===== src/rtl/b8zs_bpv_counter.sv =====
module b8zs_bpv_counter #(
  parameter int CNT_W = 8
) (
  input  logic             clk,
  input  logic             rst,
  input  logic             pos_i,
  input  logic             neg_i,
  output logic             data_o,
  output logic [CNT_W-1:0] bpv_cnt_o
);
  localparam int DLY = 8;
  localparam logic [DLY-1:0] SAME_POL = 8'b0001_0001;
  localparam logic [DLY-1:0] OPP_POL  = 8'b0000_1010;

  logic [DLY-1:0] dp, dn;
  logic           last_pos, seen;

  wire ep    = dp[DLY-1];
  wire en    = dn[DLY-1];
  wire both  = ep & en;
  wire mark  = ep | en;
  wire viol  = both | (mark & seen & (ep == last_pos));
  wire subst = seen &&
               (dp == (last_pos ? SAME_POL : OPP_POL)) &&
               (dn == (last_pos ? OPP_POL : SAME_POL));

  always_ff @(posedge clk) begin
    if (rst) begin
      dp        <= '0;
      dn        <= '0;
      last_pos  <= 1'b0;
      seen      <= 1'b0;
      data_o    <= 1'b0;
      bpv_cnt_o <= '0;
    end else begin
      dp        <= subst ? {{(DLY-1){1'b0}}, pos_i} : {dp[DLY-2:0], pos_i};
      dn        <= subst ? {{(DLY-1){1'b0}}, neg_i} : {dn[DLY-2:0], neg_i};
      data_o    <= mark;
      bpv_cnt_o <= bpv_cnt_o + CNT_W'(viol);
      if (mark && !both) begin
        last_pos <= ep;
        seen     <= 1'b1;
      end
    end
  end

  logic [3:0] since_rst;
  always_ff @(posedge clk) begin
    if (rst) since_rst <= '0;
    else if (since_rst != 4'd15) since_rst <= since_rst + 4'd1;
  end


  cnt_step_chk: assert property (@(posedge clk) disable iff (rst)
    (bpv_cnt_o == $past(bpv_cnt_o)) || (bpv_cnt_o == $past(bpv_cnt_o) + CNT_W'(1)));


  rst_clear_chk: assert property (@(posedge clk)
    $past(rst) |-> (bpv_cnt_o == '0) && !data_o);


  both_cnt_chk: assert property (@(posedge clk) disable iff (rst)
    (since_rst >= 4'd9 && $past(pos_i && neg_i, 9)) |-> bpv_cnt_o == $past(bpv_cnt_o) + CNT_W'(1));


  data_src_chk: assert property (@(posedge clk) disable iff (rst)
    (since_rst >= 4'd9 && data_o) |-> $past(pos_i || neg_i, 9));
endmodule


===== config.mk =====
export PLATFORM = sky130hd
export DESIGN_NAME = b8zs_bpv_counter
export DESIGN_NICKNAME = d
export VERILOG_FILES = /design/src/rtl/b8zs_bpv_counter.sv
export SDC_FILE = /design/constraint.sdc
export NUM_CORES = 1
export LEC_CHECK = 0
export CAP_MARGIN = 20
export CORE_MARGIN = 8
export CORE_UTILIZATION = 50
export CTS_CLUSTER_SIZE = 24
export DETAILED_ROUTE_END_ITERATION = 8
export GPL_TIMING_DRIVEN = 0
export PLACE_DENSITY_LB_ADDON = 0.2
export SETUP_SLACK_MARGIN = 0.2
export SLEW_MARGIN = 20
export SYNTH_ARGS = -nofsm -noshare
export SYNTH_HDL_FRONTEND = slang
export SYNTH_SLANG_ARGS = --single-unit

===== constraint.sdc =====
create_clock -name clk -period 5 [get_ports clk]
set_input_delay 1 -clock clk [delete_from_list [all_inputs] [get_ports clk]]
set_output_delay 1 -clock clk [all_outputs]
set_load 0.01 [all_outputs]

==> flow_summary.ini, run 1 <==
[synth]
synth.area.top_cells = dfxtp_1 (52%), a311oi_1 (6.8%), nor2b_1 (6.1%)
synth_seq_cells = 27
synth_fp_nets = 112
synthAdderAreaFrac = 0.04843
netlist.area_leader.share = 0.5230
ys_types = 26
synth_xor_area_frac = 0.03390
synth.largest_area_cell = dfxtp_1
synth.most_common_cell = dfxtp_1
avgSynthCellArea_um2 = 9.937
yosys-top-cells-count = dfxtp_1 (27), inv_1 (12), nor2b_1 (10), nor2_1 (9), a311oi_1 (8)
synth_edf_count = 0
synth_area_um2 = 1033
syn-instance-count = 104
synth_compound_area_frac = 0.1077
async_flop_share = 0
synth_ff_type = dfxtp_1
synth_warnings = 0
synth_simple_gate_area_share = 0.2143
synth-seq-area-share = 0.5230
synth_top_family_by_area = simple AND/OR/NAND/NOR gates
synth_mux_area_frac = 0.009685

[setup_path]
startpoint_type = register
r2r_cells = 8
end_kind = output port
crit_family = buffers and inverters
cp_slowest_stage_delay_ps = 570
critPathArrivalTime_ps = 1330
cpMaxStageDelayCell = clkdlybuf4s50_1
r2r_end = bpv_cnt_o[6]
crit_buf_inv = 1
timing.rr.start = last_pos
path_cells = clkdlybuf4s50_1
rrSetupSlack_ps = 2980
path_max_fanout = 5
path_class = register to output port
required_ps = 4000

[placed_design]
place_inst = 142
io_buffers = 11
gp_congestion = 0.6930
dpl.hpwl_um = 1349

[finish]
nFillCells = 195
diodes = 0
final_util = 0.6142
syn2layout_area_growth_pct = 16.59
fin_cells = 146
drive_gt1_frac = 0.08403
nNetsFinal = 128

[timing]
fin_hold_ws_ps = 463.3
tightest_slew_ps = 441.4
setup_viol = 0
finClkSkew_ps = 8.088
hold_viol = 0
period_share = 0.4667
rsz0062_at_grt = false
tns_ps = 0
fmax_mhz = 428.5
period_minus_slack_ps = 2334
slew_violations = 0
maxSlewHeadroom = 0.7033

[min_path]
min_to = dn[7]
worst_hold_path_type = register to register
hold_depth = 1
min-delay-start = dn[6]

[cts]
clock_path_buffers = 2
tritoncts.num_buffers = 3
postCtsHoldBufs = 0
insertion_delay_ps = 330
tritoncts = built
postCtsSetupBuffers = 0
cts_root_buffer = clkbuf_4
path_clk_slew_ps = 140
numClockSinks = 27
cts_resized = 0
cts_max_level = 1

[power_and_ir_drop]
leakage_uw = 0.0004191
power_density_nw_per_um2 = 267.6
vdd_drop_max_mv = 0.2510
power_uw = 322.5

[global_routing]
antenna_found_initial = 0
grt_overflow = 0
grt_pass1_vias = 708
grt_pass1_wl_um = 3029
grtUsageTotal = 0.1057
grt_max_degree = 16

[routing]
drtIter0Drc = 8
viasPerCell = 5.103
dr.pass1.iters = 4
detail_route.wirelength_um = 1832
wl_per_cell_um = 12.55
vias = 745
antenna_left = 0
drc = 0

[die]
coreArea_um2 = 1962
start_util = 0.5268
dieArea_um2 = 3778
die_w_um = 61.47
core.rowCount = 16
ios = 13
fp.dieH_um = 61.47

[run]
cap_violations = 0

[run_status]
outcome = finished, final reports clean
[cell usage in the layout, fill, tap and decap left out, types with 2 or more instances in the layout]
cell type	synthesis	layout
clkbuf_1	4	4
a311oi_1	8	8
nor2b_1	10	10
dfxtp_1	27	27
xnor2_1	2	2
a21oi_1	3	3
nand2_1	2	2
xor2_1	2	2
nand3_1	3	3
ha_1	4	4
nand2b_1	2	2
nor2_1	9	9
clkdlybuf4s50_1	0	11
clkbuf_4	0	3
nor4_2	2	2
inv_1	12	12
nand4bb_1	2	2
o21ai_0	2	2
[kinds of logic (layout without fill, tap and decap cells)]
family,count (synthesis),after routing
compound gates,15,15
xor+xnor,4,4
fa+ha+maj,4,4
buf+inv,17,32
flops,27,27
mux,1,1
simple gates,36,36
[through the flow]
step | instance area (µm²) | setup WS, ps
final | 1205 | 2666
after global routing | 1205 | 2615
after CTS | 1205 | 2652
after detailed placement | 1177 | 2994
after global placement | 1177 | 3036
after floorplan | 1033 | 3191
[worst max-delay path by stage]
stage                      start      endpoint  slack, ps  depth (start not counted)
detailed placement      last_pos  bpv_cnt_o[6]       2990                          8
floorplan                  dp[7]  bpv_cnt_o[6]       3190                          9
global placement             rst         dp[2]       3040                          3
finish              bpv_cnt_o[2]  bpv_cnt_o[2]       2670                          1
CTS                 bpv_cnt_o[2]  bpv_cnt_o[2]       2650                          1
global route        bpv_cnt_o[3]  bpv_cnt_o[3]       2620                          1
[registers in the layout, indices dropped and copies added (netlist names)]
register / cells
data_o: 1
seen: 1
bpv_cnt_o: 8
dn: 8
dp: 8
last_pos: 1
[worst reg2reg max path: stages (launching register included)]
cell,delay (ps)
dfxtp_1,330
clkbuf_1,280
xnor2_1,160
a31o_2,170
ha_1,200
ha_1,200
nand3_1,140
or3_1,360
a21oi_1,130
[metal layers]
| metal | track usage | vias to the layer above | wire [µm] |
|---|---|---|---|
| met5 | 0 | - | 0 |
| met4 | 0.01948 | 0 | 11 |
| met3 | 0.03967 | 2 | 99 |
| met2 | 0.1866 | 12 | 899 |
| met1 | 0.1187 | 347 | 822 |
| li1 | - | 384 | - |
[final cells by class]
class,count,area (µm²),share of cell area
Sequential cell,27,540.5,0.4486
Clock inverter,1,5.005,0.004154
Timing Repair Buffer,11,110.1,0.09138
Clock buffer,3,22.52,0.01869
Tap cell,27,33.78,0.02804
Buffer,5,20.02,0.01661
Inverter,12,45.04,0.03738
Multi-Input combinational cell,60,427.9,0.3551
[where the power goes]
group,internal (µW),leakage (µW),switching [µW]
combinational,4.34,0.000183,5.39
clock,30.1,0.0000177,63.3
sequential,218,0.000219,1.60
total,252,0.000419,70.3
Power figures use the tool's default switching activity.
==> run 2: changes to the inputs <==
--- a/config.mk
+++ b/config.mk
@@ -7,7 +7,7 @@
 export LEC_CHECK = 0
 export CAP_MARGIN = 20
 export CORE_MARGIN = 8
-export CORE_UTILIZATION = 50
+export CORE_UTILIZATION = 47
 export CTS_CLUSTER_SIZE = 24
 export DETAILED_ROUTE_END_ITERATION = 8
 export GPL_TIMING_DRIVEN = 0
==> constraint.sdc (replaced) <==
create_clock -name clk -period 2.05 [get_ports clk]
set_input_delay 0.41 -clock clk [delete_from_list [all_inputs] [get_ports clk]]
set_output_delay 0.41 -clock clk [all_outputs]
set_load 0.01 [all_outputs]
==> run 2 against run 1 <==
Effect of this change: clock-buffer cell count rose by 1; sequential share of layout area fell by 3.2 points; wire length rose by 5.0%; utilization fell by 0.26 points.
==> flow_summary.ini, run 2 (synthesized netlist as in run 1, its figures left out) <==
[run_status]
outcome = finished, final reports clean

[setup_path]
r2r_cells = 7
rrSetupSlack_ps = 270
r2r_end = bpv_cnt_o[7]
crit_family = buffers and inverters
path_max_fanout = 4
critPathArrivalTime_ps = 1390
required_ps = 1640
startpoint_type = register
timing.rr.start = dp[7]
cpMaxStageDelayCell = clkdlybuf4s50_1
path_class = register to output port
crit_buf_inv = 1
cp_slowest_stage_delay_ps = 590
path_cells = clkdlybuf4s50_1
end_kind = output port

[finish]
fin_cells = 150
syn2layout_area_growth_pct = 27.12
drive_gt1_frac = 0.2131
diodes = 0
final_common_cell = dfxtp_1
nNetsFinal = 131
final_cell_mix = dfxtp_1 (24), inv_1 (12), clkdlybuf4s50_1 (11)
top_regs = bpv_cnt_o: 8 flops, dn: 8 flops, dp: 8 flops

[power_and_ir_drop]
power_density_nw_per_um2 = 595.1
vdd_drop_max_mv = 0.4467
leakage_uw = 0.0004354

[global_routing]
grt_pass1_vias = 810
antenna_found_initial = 0
grt_pass1_wl_um = 3305
grtUsageTotal = 0.1025
grt_overflow = 0
grt_max_degree = 15

[min_path]
worst_hold_path_type = input port to register
hold_depth = 2
min_to = dp[0]
min-delay-start = rst

[die]
coreArea_um2 = 2148
core.rowCount = 17
fp.dieH_um = 62.89
ios = 13
dieArea_um2 = 3955
die_w_um = 62.89
start_util = 0.4811

[cts]
cts_max_level = 1
tritoncts.num_buffers = 3
clock_path_buffers = 2
path_clk_slew_ps = 130
cts_root_buffer = clkbuf_4
tritoncts = built
numClockSinks = 27
insertion_delay_ps = 320

[placed_design]
io_buffers = 11
dpl.hpwl_um = 1335
gp_congestion = 0.7575
place_inst = 143

[routing]
antenna_left = 0
drc = 0
viasPerCell = 5.060
dr.pass1.iters = 4
vias = 759
drtIter0Drc = 24
detail_route.wirelength_um = 1923
wl_per_cell_um = 12.82

[timing]
fmax_mhz = 555.0
rsz0062_at_grt = true
setup_viol = 0
finClkSkew_ps = 3.506
hold_viol = 0
period_minus_slack_ps = 1802
tightest_slew_ps = 520.5
period_share = 0.8789
tns_ps = 0
maxSlewHeadroom = 0.6530
slew_violations = 0

[run]
cap_violations = 0
[run 2: cell types whose count changed in the layout (fill, tap and decap cells not counted), moves of 2 or more]
cell and delta:
dfxtp_2 +2, dfxtp_1 -3, ha_1 -3, a21oi_1 -2, nand3_1 -2, ha_4 +2
a21oi_2 +2, buf_4 +3, nand3_4 +2
[run 2: worst max-delay path by stage]
stage / to / from / slack (ps) / cells after the start
after CTS: bpv_cnt_o[7] / last_pos / 220 / 7
after detailed placement: bpv_cnt_o[6] / last_pos / 70 / 8
after global placement: bpv_cnt_o[6] / last_pos / 100 / 8
final: bpv_cnt_o[1] / bpv_cnt_o[1] / 250 / 1
after global routing: bpv_cnt_o[1] / bpv_cnt_o[1] / 170 / 1
after floorplan: bpv_cnt_o[6] / dp[7] / 240 / 9
[run 2: metrics by stage]
stage / cell area [µm²] / util / setup slack, ps / power [µW] / hold WS [ps]
4_1_cts: 1265 / 0.5888 / 222.3 / 794.2 / 420.6
2_1_floorplan: 1033 / - / 240.8 / 561.5 / 422.7
5_1_grt: 1314 / 0.6115 / 171.1 / 822.8 / 418.9
3_3_place_gp: 1179 / 0.5486 / 98.41 / 569.8 / 434.4
3_5_place_dp: 1179 / 0.5486 / 67.38 / 570.5 / 442.3
6_report: 1314 / 0.6115 / 248.3 / 781.8 / 424.1
[run 2: area by class of cell]
type	instances	area (µm²)
plain buffers	5	23.77
fillers	180	834.6
multi-input cells	60	504.2
flip-flops and latches	27	546.8
inverters	12	45.04
well taps	28	35.03
repair buffers	14	132.6
clock buffers	4	26.28
[run 2: timing repair]
item,4_1_cts,5_1_grt
cloned,0,0
pin swaps,0,4
gates resized for setup,10,10
hold buffers,0,0
setup buffers,2,1
setup endpoints to repair,4,3
[run 2: layer usage]
layer / routed length (µm) / GRT usage
met1: 827 / 0.1082
met5: 0 / 0
met4: 44 / 0.06838
met2: 950 / 0.1652
met3: 100 / 0.03943
[run 2: where the power goes]
part,internal (µW),switching (µW)
Combinational,10.8,13.1
Sequential,530,4.28
Clock,76.2,148
==> run 3: changes to the inputs <==
--- a/config.mk
+++ b/config.mk
@@ -5,7 +5,6 @@
 export SDC_FILE = /design/constraint.sdc
 export NUM_CORES = 1
 export LEC_CHECK = 0
-export CAP_MARGIN = 20
 export CORE_MARGIN = 8
 export CORE_UTILIZATION = 47
 export CTS_CLUSTER_SIZE = 24
==> results of run 3 <==
No change in the layout: final DEF, timing and power equal those of run 2.
